===== src/rtl/asb_pkg.sv =====
package asb_pkg;

    typedef enum logic [2:0] {
        ST_IDLE    = 3'd0,
        ST_ADDR    = 3'd1,
        ST_WAIT    = 3'd2,
        ST_DONE    = 3'd3,
        ST_RECOVER = 3'd4,
        ST_HALT    = 3'd5
    } bus_state_e;

endpackage


===== src/rtl/asb_lane_steer.sv =====
module asb_lane_steer #(
    parameter int DATA_W = 16
) (
    input  logic              word,
    input  logic              a0,
    input  logic [DATA_W-1:0] wdata,
    input  logic [DATA_W-1:0] din,
    output logic              upper_sel,
    output logic              lower_sel,
    output logic [DATA_W-1:0] dout,
    output logic [DATA_W-1:0] rdata
);
    localparam int LANE_W = DATA_W / 2;

    // Even byte address maps to the upper lane.
    assign upper_sel = word | ~a0;
    assign lower_sel = word | a0;

    always_comb begin
        if (word) begin
            dout  = wdata;
            rdata = din;
        end else begin
            dout  = {wdata[LANE_W-1:0], wdata[LANE_W-1:0]};
            rdata = a0 ? {{LANE_W{1'b0}}, din[LANE_W-1:0]}
                       : {{LANE_W{1'b0}}, din[DATA_W-1:LANE_W]};
        end
    end

    // a byte transfer selects exactly one lane
    always_comb begin
        if (!word) begin
            a_r2_single_lane: assert ($onehot({upper_sel, lower_sel}));
        end
    end

endmodule


===== src/rtl/asb_wait_timer.sv =====
module asb_wait_timer #(
    parameter bit ENABLE = 1'b1,
    parameter int LIMIT  = 64
) (
    input  logic clk,
    input  logic rst_n,
    input  logic clear,
    input  logic run,
    output logic expired
);
    localparam int CW = (LIMIT < 2) ? 1 : $clog2(LIMIT + 1);

    generate
        if (ENABLE) begin : g_count
            logic [CW-1:0] cnt_q;

            always_ff @(posedge clk or negedge rst_n) begin
                if (!rst_n)     cnt_q <= '0;
                else if (clear) cnt_q <= '0;
                else if (run)   cnt_q <= cnt_q + 1'b1;
            end

            assign expired = run && (cnt_q == CW'(LIMIT - 1));

            // the wait count never passes the limit
            a_r10_count_bound: assert property (@(posedge clk) disable iff (!rst_n)
                run |-> (cnt_q < CW'(LIMIT)));
        end else begin : g_none
            logic unused_timer_inputs;
            assign unused_timer_inputs = ^{clk, rst_n, clear, run};
            assign expired = 1'b0;
        end
    endgenerate

endmodule


===== src/rtl/async_bus_master.sv =====
module async_bus_master
    import asb_pkg::*;
#(
    parameter int ADDR_W      = 24,
    parameter int DATA_W      = 16,
    parameter int FC_W        = 3,
    parameter bit TIMEOUT_EN  = 1'b1,
    parameter int TIMEOUT_CYC = 64
) (
    input  logic              clk,
    input  logic              rst_n,
    input  logic              req_valid,
    output logic              req_ready,
    input  logic [ADDR_W-1:0] req_addr,
    input  logic              req_write,
    input  logic              req_word,
    input  logic [DATA_W-1:0] req_wdata,
    input  logic [FC_W-1:0]   req_fc,
    output logic              rsp_valid,
    output logic              rsp_err,
    output logic [DATA_W-1:0] rsp_rdata,
    input  logic              halt_req,
    output logic              halted,
    output logic [ADDR_W-2:0] bus_addr,
    output logic              bus_as_n,
    output logic              bus_rw,
    output logic              bus_uds_n,
    output logic              bus_lds_n,
    output logic [FC_W-1:0]   bus_fc,
    output logic [DATA_W-1:0] bus_dout,
    output logic              bus_doe,
    input  logic [DATA_W-1:0] bus_din,
    input  logic              bus_dtack_n,
    input  logic              bus_berr_n
);
    bus_state_e state_q, state_d;

    logic              wr_q, word_q, err_q;
    logic [ADDR_W-1:0] addr_q;
    logic [DATA_W-1:0] wdata_q, rdata_q;
    logic [FC_W-1:0]   fc_q;

    logic accept, ack_seen, berr_seen, timed_out, finish, in_cycle;
    logic upper_sel, lower_sel;
    logic [DATA_W-1:0] dout_lanes, rdata_lanes;

    assign accept    = (state_q == ST_IDLE) && !halt_req && req_valid;
    assign ack_seen  = !bus_dtack_n;
    assign berr_seen = !bus_berr_n;
    assign finish    = (state_q == ST_WAIT) && (ack_seen || berr_seen || timed_out);

    asb_lane_steer #(.DATA_W(DATA_W)) u_lanes (
        .word      (word_q),
        .a0        (addr_q[0]),
        .wdata     (wdata_q),
        .din       (bus_din),
        .upper_sel (upper_sel),
        .lower_sel (lower_sel),
        .dout      (dout_lanes),
        .rdata     (rdata_lanes)
    );

    asb_wait_timer #(.ENABLE(TIMEOUT_EN), .LIMIT(TIMEOUT_CYC)) u_timer (
        .clk     (clk),
        .rst_n   (rst_n),
        .clear   (state_q == ST_ADDR),
        .run     (state_q == ST_WAIT),
        .expired (timed_out)
    );

    always_comb begin
        state_d = state_q;
        unique case (state_q)
            ST_IDLE: begin
                if (halt_req)       state_d = ST_HALT;
                else if (req_valid) state_d = ST_ADDR;
            end
            ST_ADDR:    state_d = ST_WAIT;
            ST_WAIT:    if (finish) state_d = ST_DONE;
            ST_DONE:    state_d = ST_RECOVER;
            ST_RECOVER: begin
                if (bus_dtack_n && bus_berr_n)
                    state_d = halt_req ? ST_HALT : ST_IDLE;
            end
            ST_HALT:    if (!halt_req) state_d = ST_IDLE;
            default:    state_d = ST_IDLE;
        endcase
    end

    always_ff @(posedge clk or negedge rst_n) begin
        if (!rst_n) state_q <= ST_IDLE;
        else        state_q <= state_d;
    end

    always_ff @(posedge clk or negedge rst_n) begin
        if (!rst_n) begin
            wr_q    <= 1'b0;
            word_q  <= 1'b0;
            addr_q  <= '0;
            wdata_q <= '0;
            fc_q    <= '0;
            err_q   <= 1'b0;
            rdata_q <= '0;
        end else begin
            if (accept) begin
                wr_q    <= req_write;
                word_q  <= req_word;
                addr_q  <= req_addr;
                wdata_q <= req_wdata;
                fc_q    <= req_fc;
            end
            if (finish) begin
                err_q   <= berr_seen || !ack_seen;
                rdata_q <= rdata_lanes;
            end
        end
    end

    always_comb begin
        in_cycle  = (state_q == ST_ADDR) || (state_q == ST_WAIT);
        bus_addr  = addr_q[ADDR_W-1:1];
        bus_fc    = fc_q;
        bus_as_n  = !in_cycle;
        bus_uds_n = !(in_cycle && upper_sel);
        bus_lds_n = !(in_cycle && lower_sel);
        bus_rw    = !(in_cycle && wr_q);
        bus_doe   = (state_q == ST_WAIT) && wr_q;
        bus_dout  = dout_lanes;
        req_ready = (state_q == ST_IDLE) && !halt_req;
        rsp_valid = (state_q == ST_DONE);
        rsp_err   = err_q;
        rsp_rdata = rdata_q;
        halted    = (state_q == ST_HALT);
    end

    // a data strobe is only active under the address strobe
    a_r2_strobe_under_as: assert property (@(posedge clk) disable iff (!rst_n)
        (!bus_uds_n || !bus_lds_n) |-> !bus_as_n);

    // word address stays put while the strobe is low
    a_r1_addr_stable: assert property (@(posedge clk) disable iff (!rst_n)
        (!bus_as_n && !$past(bus_as_n)) |-> $stable(bus_addr));

    // function code stays put through the cycle
    a_r5_fc_stable: assert property (@(posedge clk) disable iff (!rst_n)
        (!bus_as_n && !$past(bus_as_n)) |-> $stable(bus_fc));

    // data drive only for a write, after the strobe has already been low
    a_r3_doe_late: assert property (@(posedge clk) disable iff (!rst_n)
        $rose(bus_doe) |-> (!bus_rw && !bus_as_n && !$past(bus_as_n)));

    // the response comes with all strobes released
    a_r4_rsp_released: assert property (@(posedge clk) disable iff (!rst_n)
        rsp_valid |-> (bus_as_n && bus_uds_n && bus_lds_n));

    // a new strobe never starts while the previous responses are held
    a_r8_clean_start: assert property (@(posedge clk) disable iff (!rst_n)
        $fell(bus_as_n) |-> ($past(bus_dtack_n) && $past(bus_berr_n)));

    // halted master stays off the bus
    a_r7_halt_quiet: assert property (@(posedge clk) disable iff (!rst_n)
        halted |-> (bus_as_n && !req_ready));

endmodule


===== config.mk =====
export PLATFORM = sky130hd
export DESIGN_NAME = async_bus_master
export DESIGN_NICKNAME = d
export VERILOG_FILES = /design/src/rtl/asb_pkg.sv /design/src/rtl/asb_lane_steer.sv /design/src/rtl/asb_wait_timer.sv /design/src/rtl/async_bus_master.sv
export SDC_FILE = /design/constraint.sdc
export NUM_CORES = 1
export LEC_CHECK = 0
export BUFFER_PORTS_ARGS = -buffer_cell sky130_fd_sc_hd__buf_2
export CAP_MARGIN = 25
export CORE_MARGIN = 2
export CORE_UTILIZATION = 53
export CTS_CLUSTER_SIZE = 25
export DETAILED_ROUTE_END_ITERATION = 10
export PLACE_DENSITY_LB_ADDON = 0.2
export SYNTH_ARGS = -nofsm -noshare
export SYNTH_HDL_FRONTEND = slang
export SYNTH_SLANG_ARGS = --single-unit

===== constraint.sdc =====
create_clock -name clk -period 4.5 [get_ports clk]
set_input_delay 0.225 -clock clk [delete_from_list [all_inputs] [get_ports clk]]
set_output_delay 0.225 -clock clk [all_outputs]
set_load 0.005 [all_outputs]

# Word level (Yosys, flattened, before mapping)
# Cells that the tools add are included.
[totals]
register_bits = 72
inputBits = 67
output_inout_bits = 67
elab_cells = 58
[classes]
add_sub_neg = 1
eq_ne = 10
mux = 12
bitwise = 3
reduce_logical = 23
[op_table]
columns = ["operator", "count"]
rows = [
  ["$mux 16", 2],
  ["$mux 3", 6],
  ["$pmux 3 s6", 1],
  ["$mux 7", 2],
  ["$logic_and 1x1->1", 9],
  ["$mux 8", 1],
  ["$add 7x1->7 const B", 1],
  ["$eq 7x6->1 const B", 1],
  ["$logic_not 1->1", 7],
  ["$eq 3x2->1 const B", 2],
  ["$eq 3x3->1 const B", 2],
  ["$ne 2x2->1 const B", 3],
  ["$logic_or 1x1->1", 4],
  ["$reduce_and 4->1", 1],
  ["$eq 3x1->1 const B", 1],
  ["$logic_not 3->1", 1],
  ["$ne 3x3->1 const B", 1],
  ["$or 1x1->1", 2],
  ["$reduce_bool 2->1", 1],
  ["$not 1->1", 1],
]

# Depth between registers and ports, before layout
# Gate-level depths: netlist of run 1.
[logic_depth]
word_depth = 6
depth_mapped = 6
depth_no_buf = 4

# By module
# From an unflattened synthesis of run 1, not the netlist that was laid out.
[hier_totals]
cells_unflattened = 255
hier_area_um2 = 3636.0
[modules_own_cells]
columns = ["mod", "n_inst", "cells_per_inst", "area_per_inst_um2", "seq_area_each_um2"]
rows = [
  ["async_bus_master", 1, 186, 2924.1, 1626.6],
  ["asb_lane_steer", 1, 37, 376.6, 0.0],
  ["asb_wait_timer", 1, 32, 335.3, 175.2],
]

# Worst setup path after synthesis of run 1
# Ideal clock, no wire load.
[synth_path]
kind = "register to register"
from = "register state_q[0]"
to = "register u_timer.g_count.cnt_q[6]"
arrival_ns = 1.444
slack_ns = 2.918
stages_incl_launch_ff = 6
path_buffers = 2
path_cell_list = "dfrtp_1 > buf_4 > or3b_1 > buf_4 > o311ai_1 > o41ai_2"
[synth_between]
elab_chain_len = 2
elab_cells_between_ends = 4
[synth_rtl]
columns = ["item", "line_no", "source"]
rows = [
  ["start: declaration", "async_bus_master.sv:36", "bus_state_e state_q, state_d;"],
  ["start signal: assignment", "async_bus_master.sv:92", "else state_q <= state_d;"],
  ["$eq 3x1->1 / $eq 3x2->1 (equally long branches)", "async_bus_master.sv:66, async_bus_master.sv:67", ""],
  ["$mux 7 / $reduce_bool 2->1 (equally long branches)", "-", ""],
  ["end signal: assignment", "asb_wait_timer.sv:20", "else if (run) cnt_q <= cnt_q + 1'b1;"],
  ["end: declaration", "asb_wait_timer.sv:15", "logic [CW-1:0] cnt_q;"],
]
# Several ways; a longest one is shown, not always the timed one.
# A chain may end at the register's enable or synchronous reset.

# Final worst setup path of run 1
[layout_path]
from = "register state_q[2]"
to = "output port bus_uds_n"
[layout_between]
elab_chain_len = 4
elab_cells_between_ends = 5
[layout_rtl]
columns = ["item", "line_no", "source"]
rows = [
  ["$eq 3x1->1 / $eq 3x2->1 (equally long branches)", "async_bus_master.sv:120", "in_cycle = (state_q == ST_ADDR) || (state_q == ST_WAIT);"],
  ["$logic_or 1x1->1 *", "async_bus_master.sv:120", ""],
  ["$logic_and 1x1->1 *", "async_bus_master.sv:124", "bus_uds_n = !(in_cycle && upper_sel);"],
  ["$logic_not 1->1 *", "async_bus_master.sv:124", ""],
  ["end: declaration", "async_bus_master.sv:27", "output logic bus_uds_n,"],
]
# Mark *: on every way between the ends. The rest lies on a longest branch, timed or not.

==> impl_metrics.tcl, run 1 <==
set metrics [dict create \
    pin_count 134 \
    cts.htree.levels 3 \
    ys.flop_type "dfrtp_1" \
    syn-cell-area_mm2 0.003512 \
    fin_cells 469 \
    synth_nets 335 \
    hpwl_um 5469 \
    max_freq_mhz 398.6 \
    min_path_type "input pin to async pin" \
    gp_congestion 0.8016 \
    timing.setup.tns_ps 0 \
    cp_slowest_cell "or3b_1" \
    grt_antenna_before_repair 0 \
    ys_top_cells_by_count "dfrtp_1 (72), mux2_4 (40), mux2_2 (13), o21ai_0 (13), nand3_1 (12)" \
    vias 2600 \
    root_buffer "clkbuf_8" \
    die_w_um 85.41 \
    viasPerCell 5.544 \
    route.detailed.drc 0 \
    r2r_cells 3 \
    cts_made_buffers 9 \
    layout-drive-gt1-share_pct 53.57 \
    violations "negative hold slack" \
    period_minus_slack_ps 2509 \
    cts_tree "yes" \
    clk_pin_slew_ps 80 \
    max-cap-violations 0 \
    yosysTopAreaCell "dfrtp_1" \
    hold_ws_ps -27.14 \
    slew_headroom_pct 31.89 \
    setup_violations 0 \
    ys_warn_count 0 \
    r2r_end "rsp_rdata[14]" \
    p_per_area_mw_per_mm2 653.5 \
    syn_avg_cell_area_um2 13.15 \
    status "finished, violations left" \
    wl_um 7828 \
    worst_pin_slew_ps 1022 \
    crit_family "simple AND/OR/NAND/NOR gates" \
    die_h_um 85.41 \
    start_util_pct 55.00 \
    clk_latency_ps 340 \
    syn-instance-count 267 \
    grtUsageTotal_pct 22.17 \
    cp-end-kind "output port" \
    cts_hold_buf 0 \
    drtIter0Drc 123 \
    coreArea_mm2 0.006386 \
    clock-sinks 72 \
    clock_skew_ps 8.225 \
    area_growth_pct 23.48 \
    path_buf_inv 1 \
    drv_slew 0 \
    gr-total-overflow 0 \
    synth_enable_flop_cells 0 \
    port_buffers 133 \
    dr.pass1.iters 4 \
    synth_top_area_share_pct 51.30 \
    vdd_drop_max_v 0.0004321 \
    path_max_fanout 28 \
    clock_path_buffers 2 \
    place_area_mm2 0.004108 \
    netlist_top_cells_area "dfrtp_1 (51%), mux2_4 (17%), mux2_2 (4.2%)" \
    critical_path.max_stage_delay_ps 800 \
    grt_setup_unrepaired "no" \
    r2r_slack_ps 2420 \
    async_reset_ff_share_pct 100.0 \
    rows 29 \
    grt_pass1_vias 2591 \
    grt_max_degree 73 \
    synth-seq-cells 72 \
    arrival_ps 2280 \
    post_cts_buffers 0 \
    die_area_mm2 0.007294 \
    start_kind "flop" \
    synth_most_common_cell "dfrtp_1" \
    antenna_left 0 \
    required_ps 4280 \
    num_antenna_cells 0 \
    power_leakage_nw 2.254 \
    timing.rr.start "state_q[1]" \
    fin_nets 455 \
    yosysSeqAreaShare_pct 51.30 \
    hold_viol 5 \
    final_area_mm2 0.004337 \
    ys_types 47 \
    fin_util_pct 67.91 \
    cts.repair.resized 0 \
    fin_crit_sh_pct 55.74 \
    dp_cells 453 \
    crit_chain "or3b_1 -> nand2_1 -> o21ai_0 -> buf_2" \
    grt_first_pass_wirelength_um 12660 \
    critPathKind "flop to output port" \
    routedWlPerCell_um 16.69 \
]
==> registers in the layout, indices dropped and copies added, names as in the netlist <==
signal,count
addr_q,24
u_timer.g_count.cnt_q,7
rsp_rdata,16
state_q,3
wr_q,1
word_q,1
wdata_q,16
rsp_err,1
bus_fc,3
==> per-layer routing <==
metal | GRT usage (%) | share of wire, %
met4 | 10.39 | 2.2
met5 | 0 | 0
met3 | 4.377 | 6.8
met1 | 30.47 | 44
met2 | 34.09 | 47
==> worst max path at each step <==
stage / start / cells after the start / end
floorplan: state_q[0] / 5 / u_timer.g_count.cnt_q[6]
global placement: state_q[0] / 4 / bus_uds_n
detailed placement: state_q[0] / 4 / bus_uds_n
CTS: state_q[1] / 4 / bus_uds_n
global route: state_q[0] / 4 / bus_uds_n
finish: state_q[2] / 4 / bus_uds_n
==> logic make-up (layout without fill, tap and decap cells) <==
family	count (synthesis)	in the layout	synth area share (%)
buffers and inverters	29	154	5.450
AO/OA/AOI/OAI	72	72	13.86
adder cells (fa/ha/maj)	1	1	0.3562
multiplexers	55	55	21.87
AND/OR/NAND/NOR	38	38	7.161
flip-flops	72	72	51.30
==> cell usage in the layout (no fill, tap or decap), types with 2 or more instances in the layout <==
cell	instances
mux2_4	40
nand3b_1	2
nand3_1	12
o21ai_0	13
and2_1	2
inv_1	4
buf_2	132
clkinv_4	2
o21a_1	8
or3b_2	2
and3_1	2
a22oi_1	9
nand2_1	6
nor2_1	2
bufinv_16	2
o211ai_1	3
o31ai_1	2
o22ai_1	8
buf_4	2
a22o_1	2
mux2_2	13
a21oi_1	10
clkbuf_8	10
a211oi_1	8
dfrtp_1	72
==> layout make-up <==
type                    instances  area [µm²]
clock buffers                  10       137.6
clock inverters                 6       91.34
fillers                       494        2049
inverters                       4       15.01
multi-input cells             166        1519
flip-flops and latches         72        1802
well taps                      77       96.34
repair buffers                134       675.6
==> metrics by stage <==
step	power, mW	setup slack (ps)
after floorplan	1.879	2918
after global placement	2.236	2458
after detailed placement	2.274	2372
after CTS	2.861	1972
after global routing	3.014	1761
final	2.834	1991
==> power by group <==
| group | total [mW] | switching [mW] | internal, mW |
|---|---|---|---|
| clock | 0.576 | 0.246 | 0.330 |
| combinational | 1.07 | 0.404 | 0.664 |
| sequential | 1.19 | 0.253 | 0.938 |
No activity file was read; power rests on OpenSTA's default activity.
==> inputs of run 2 (changes only) <==
--- a/config.mk
+++ b/config.mk
@@ -8,7 +8,7 @@
 export BUFFER_PORTS_ARGS = -buffer_cell sky130_fd_sc_hd__buf_2
 export CAP_MARGIN = 25
 export CORE_MARGIN = 2
-export CORE_UTILIZATION = 53
+export CORE_UTILIZATION = 44
 export CTS_CLUSTER_SIZE = 25
 export DETAILED_ROUTE_END_ITERATION = 10
 export PLACE_DENSITY_LB_ADDON = 0.2
==> constraint.sdc (replaced) <==
create_clock -name clk -period 2.1 [get_ports clk]
set_input_delay 0.105 -clock clk [delete_from_list [all_inputs] [get_ports clk]]
set_output_delay 0.105 -clock clk [all_outputs]
set_load 0.005 [all_outputs]
==> impl_metrics.tcl, run 2 (synthesis results as in run 1) <==
set metrics [dict create \
    coreArea_mm2 0.007727 \
    cts.htree.levels 3 \
    crit_family "simple AND/OR/NAND/NOR gates" \
    setup_violations 0 \
    final_cell_mix "buf_2 (132), dfrtp_1 (72), dlygate4sd3_1 (46)" \
    viasPerCell 5.045 \
    crit_start "state_q[1]" \
    fillers 615 \
    cts_made_buffers 9 \
    period_minus_slack_ps 1953 \
    dr.pass1.iters 4 \
    die_w_um 93.34 \
    critPathKind "flop to output port" \
    hp-start "bus_din[14]" \
    power_leakage_nw 2.481 \
    largest_reg_flops 24 \
    timing.rr.start "state_q[0]" \
    cp_slowest_cell "or3b_2" \
    routedWlPerCell_um 16.19 \
    port_buffers 133 \
    wl_um 8904 \
    area_growth_pct 39.51 \
    largest-register "addr_q" \
    die_h_um 93.34 \
    root_buffer "clkbuf_8" \
    clock-sinks 72 \
    final_area_mm2 0.004900 \
    timing.setup.tns_ps 0 \
    status "finished, final reports clean" \
    drv_slew 0 \
    grt_pass1_vias 2838 \
    p_per_area_mw_per_mm2 1266 \
    fin_crit_sh_pct 93.00 \
    clk_latency_ps 350 \
    vdd_drop_max_v 0.0006041 \
    path_buf_inv 2 \
    required_ps 2000 \
    rows 32 \
    antenna_left 0 \
    critical_path.max_stage_delay_ps 560 \
    hpwl_um 5789 \
    gr-total-overflow 0 \
    hold_viol 0 \
    cp-end-kind "output port" \
    start_kind "flop" \
    num_antenna_cells 0 \
    gp_congestion 0.7867 \
    slew_headroom_pct 39.96 \
    path_max_fanout 9 \
    start_util_pct 45.45 \
    die_area_mm2 0.008712 \
    arrival_ps 1850 \
    grt_antenna_before_repair 0 \
    cts_tree "yes" \
    mostFrequentLayoutCell "buf_2" \
    vias 2775 \
    crit_chain "buf_4 -> or3b_2 -> nand2_2 -> o21ai_0 -> buf_2" \
    grt_util_met3_pct 6.366 \
    multi_input_area_mm2 0.001524 \
    grt_busiest_layer "met2" \
    grt_first_pass_wirelength_um 14220 \
    route.detailed.drc 0 \
    clock_path_buffers 2 \
    worst_pin_slew_ps 900.6 \
    clock_skew_ps 12.17 \
    fin_nets 511 \
    grt_use_met2_pct 32.79 \
    seq_area_mm2 0.001802 \
    place_area_mm2 0.004214 \
    min_path_type "input pin to flop" \
    clk_pin_slew_ps 80 \
    grtUsageTotal_pct 21.13 \
    fin_util_pct 63.41 \
    drtIter0Drc 154 \
    grt_setup_unrepaired "no" \
    max-cap-violations 0 \
    max_freq_mhz 512.0 \
    grt_max_degree 73 \
    met1_usage_pct 27.77 \
    layout-drive-gt1-share_pct 49.33 \
    pin_count 134 \
]
-- run 2: cell types whose count changed in the layout (fill, tap and decap cells not counted) --
| cell | previous run | this run |
|---|---|---|
| clkinv_2 | 1 | 0 |
| or3b_1 | 1 | 0 |
| dlygate4sd3_1 | 0 | 46 |
| clkbuf_8 | 10 | 9 |
| clkbuf_1 | 0 | 1 |
| or3b_4 | 0 | 1 |
| clkinvlp_4 | 0 | 2 |
| clkinv_4 | 2 | 1 |
| nand2_2 | 0 | 1 |
| nand2_1 | 6 | 5 |
| buf_4 | 2 | 12 |
-- run 2: metrics by stage --
| step | hold WS [ps] | worst slack (ps) | cells | power (mW) |
|---|---|---|---|---|
| after floorplan | -190.6 | 517.9 | 267 | 4.027 |
| after global placement | 303.4 | 281.2 | 488 | 4.875 |
| after detailed placement | 299.6 | 299.4 | 488 | 4.939 |
| after CTS | 47.08 | 54.91 | 550 | 6.243 |
| after global routing | 64.13 | 40.36 | 550 | 6.636 |
| final | 59.36 | 147.0 | 550 | 6.202 |
-- run 2: cell type report --
type	instances	area share, %
Sequential cell	72	36.77
Clock buffer	10	2.605
Tap cell	102	2.605
Clock inverter	6	1.890
Multi-Input combinational cell	166	31.10
Inverter	4	0.3064
Timing Repair Buffer	190	24.72
-- run 2: per-layer routing --
layer	wire length (µm)	share of wire (%)	vias up
met3	619	7.0	16
met4	206	2.3	0
met1	3864	43	1308
li1	-	-	1334
met5	0	0	-
met2	4213	47	117
-- run 2: repair_timing --
item / 4_1_cts / 5_1_grt
buffers inserted: 0 / 0
setup endpoints to repair: 0 / 2
endpoints found under the hold margin: 117 / 0
resized for setup: 0 / 2
hold buffers: 46 / 0
-- run 2: worst paths after layout --
kind	depth (start not counted)	slack, ps	endpoint
min in group asynchronous	2	430	addr_q[21]
max	5	150	bus_lds_n
max in group asynchronous	2	1090	rsp_rdata[10]
min reg2reg	1	500	u_timer.g_count.cnt_q[6]
min	3	60	rsp_rdata[14]
max reg2reg	4	300	rsp_rdata[3]
-- run 2: power breakdown --
part | leakage [nW] | switching, mW | total (mW) | internal (mW)
clock | 0.103 | 0.538 | 1.21 | 0.676
sequential | 0.888 | 0.425 | 2.44 | 2.01
combinational | 1.49 | 1.02 | 2.55 | 1.53
total | 2.48 | 1.98 | 6.20 | 4.22
-- run 2: worst min-delay path, cell delays in order --
cell and delay (ps):
buf_2 120, nand3_1 70, o22ai_1 70
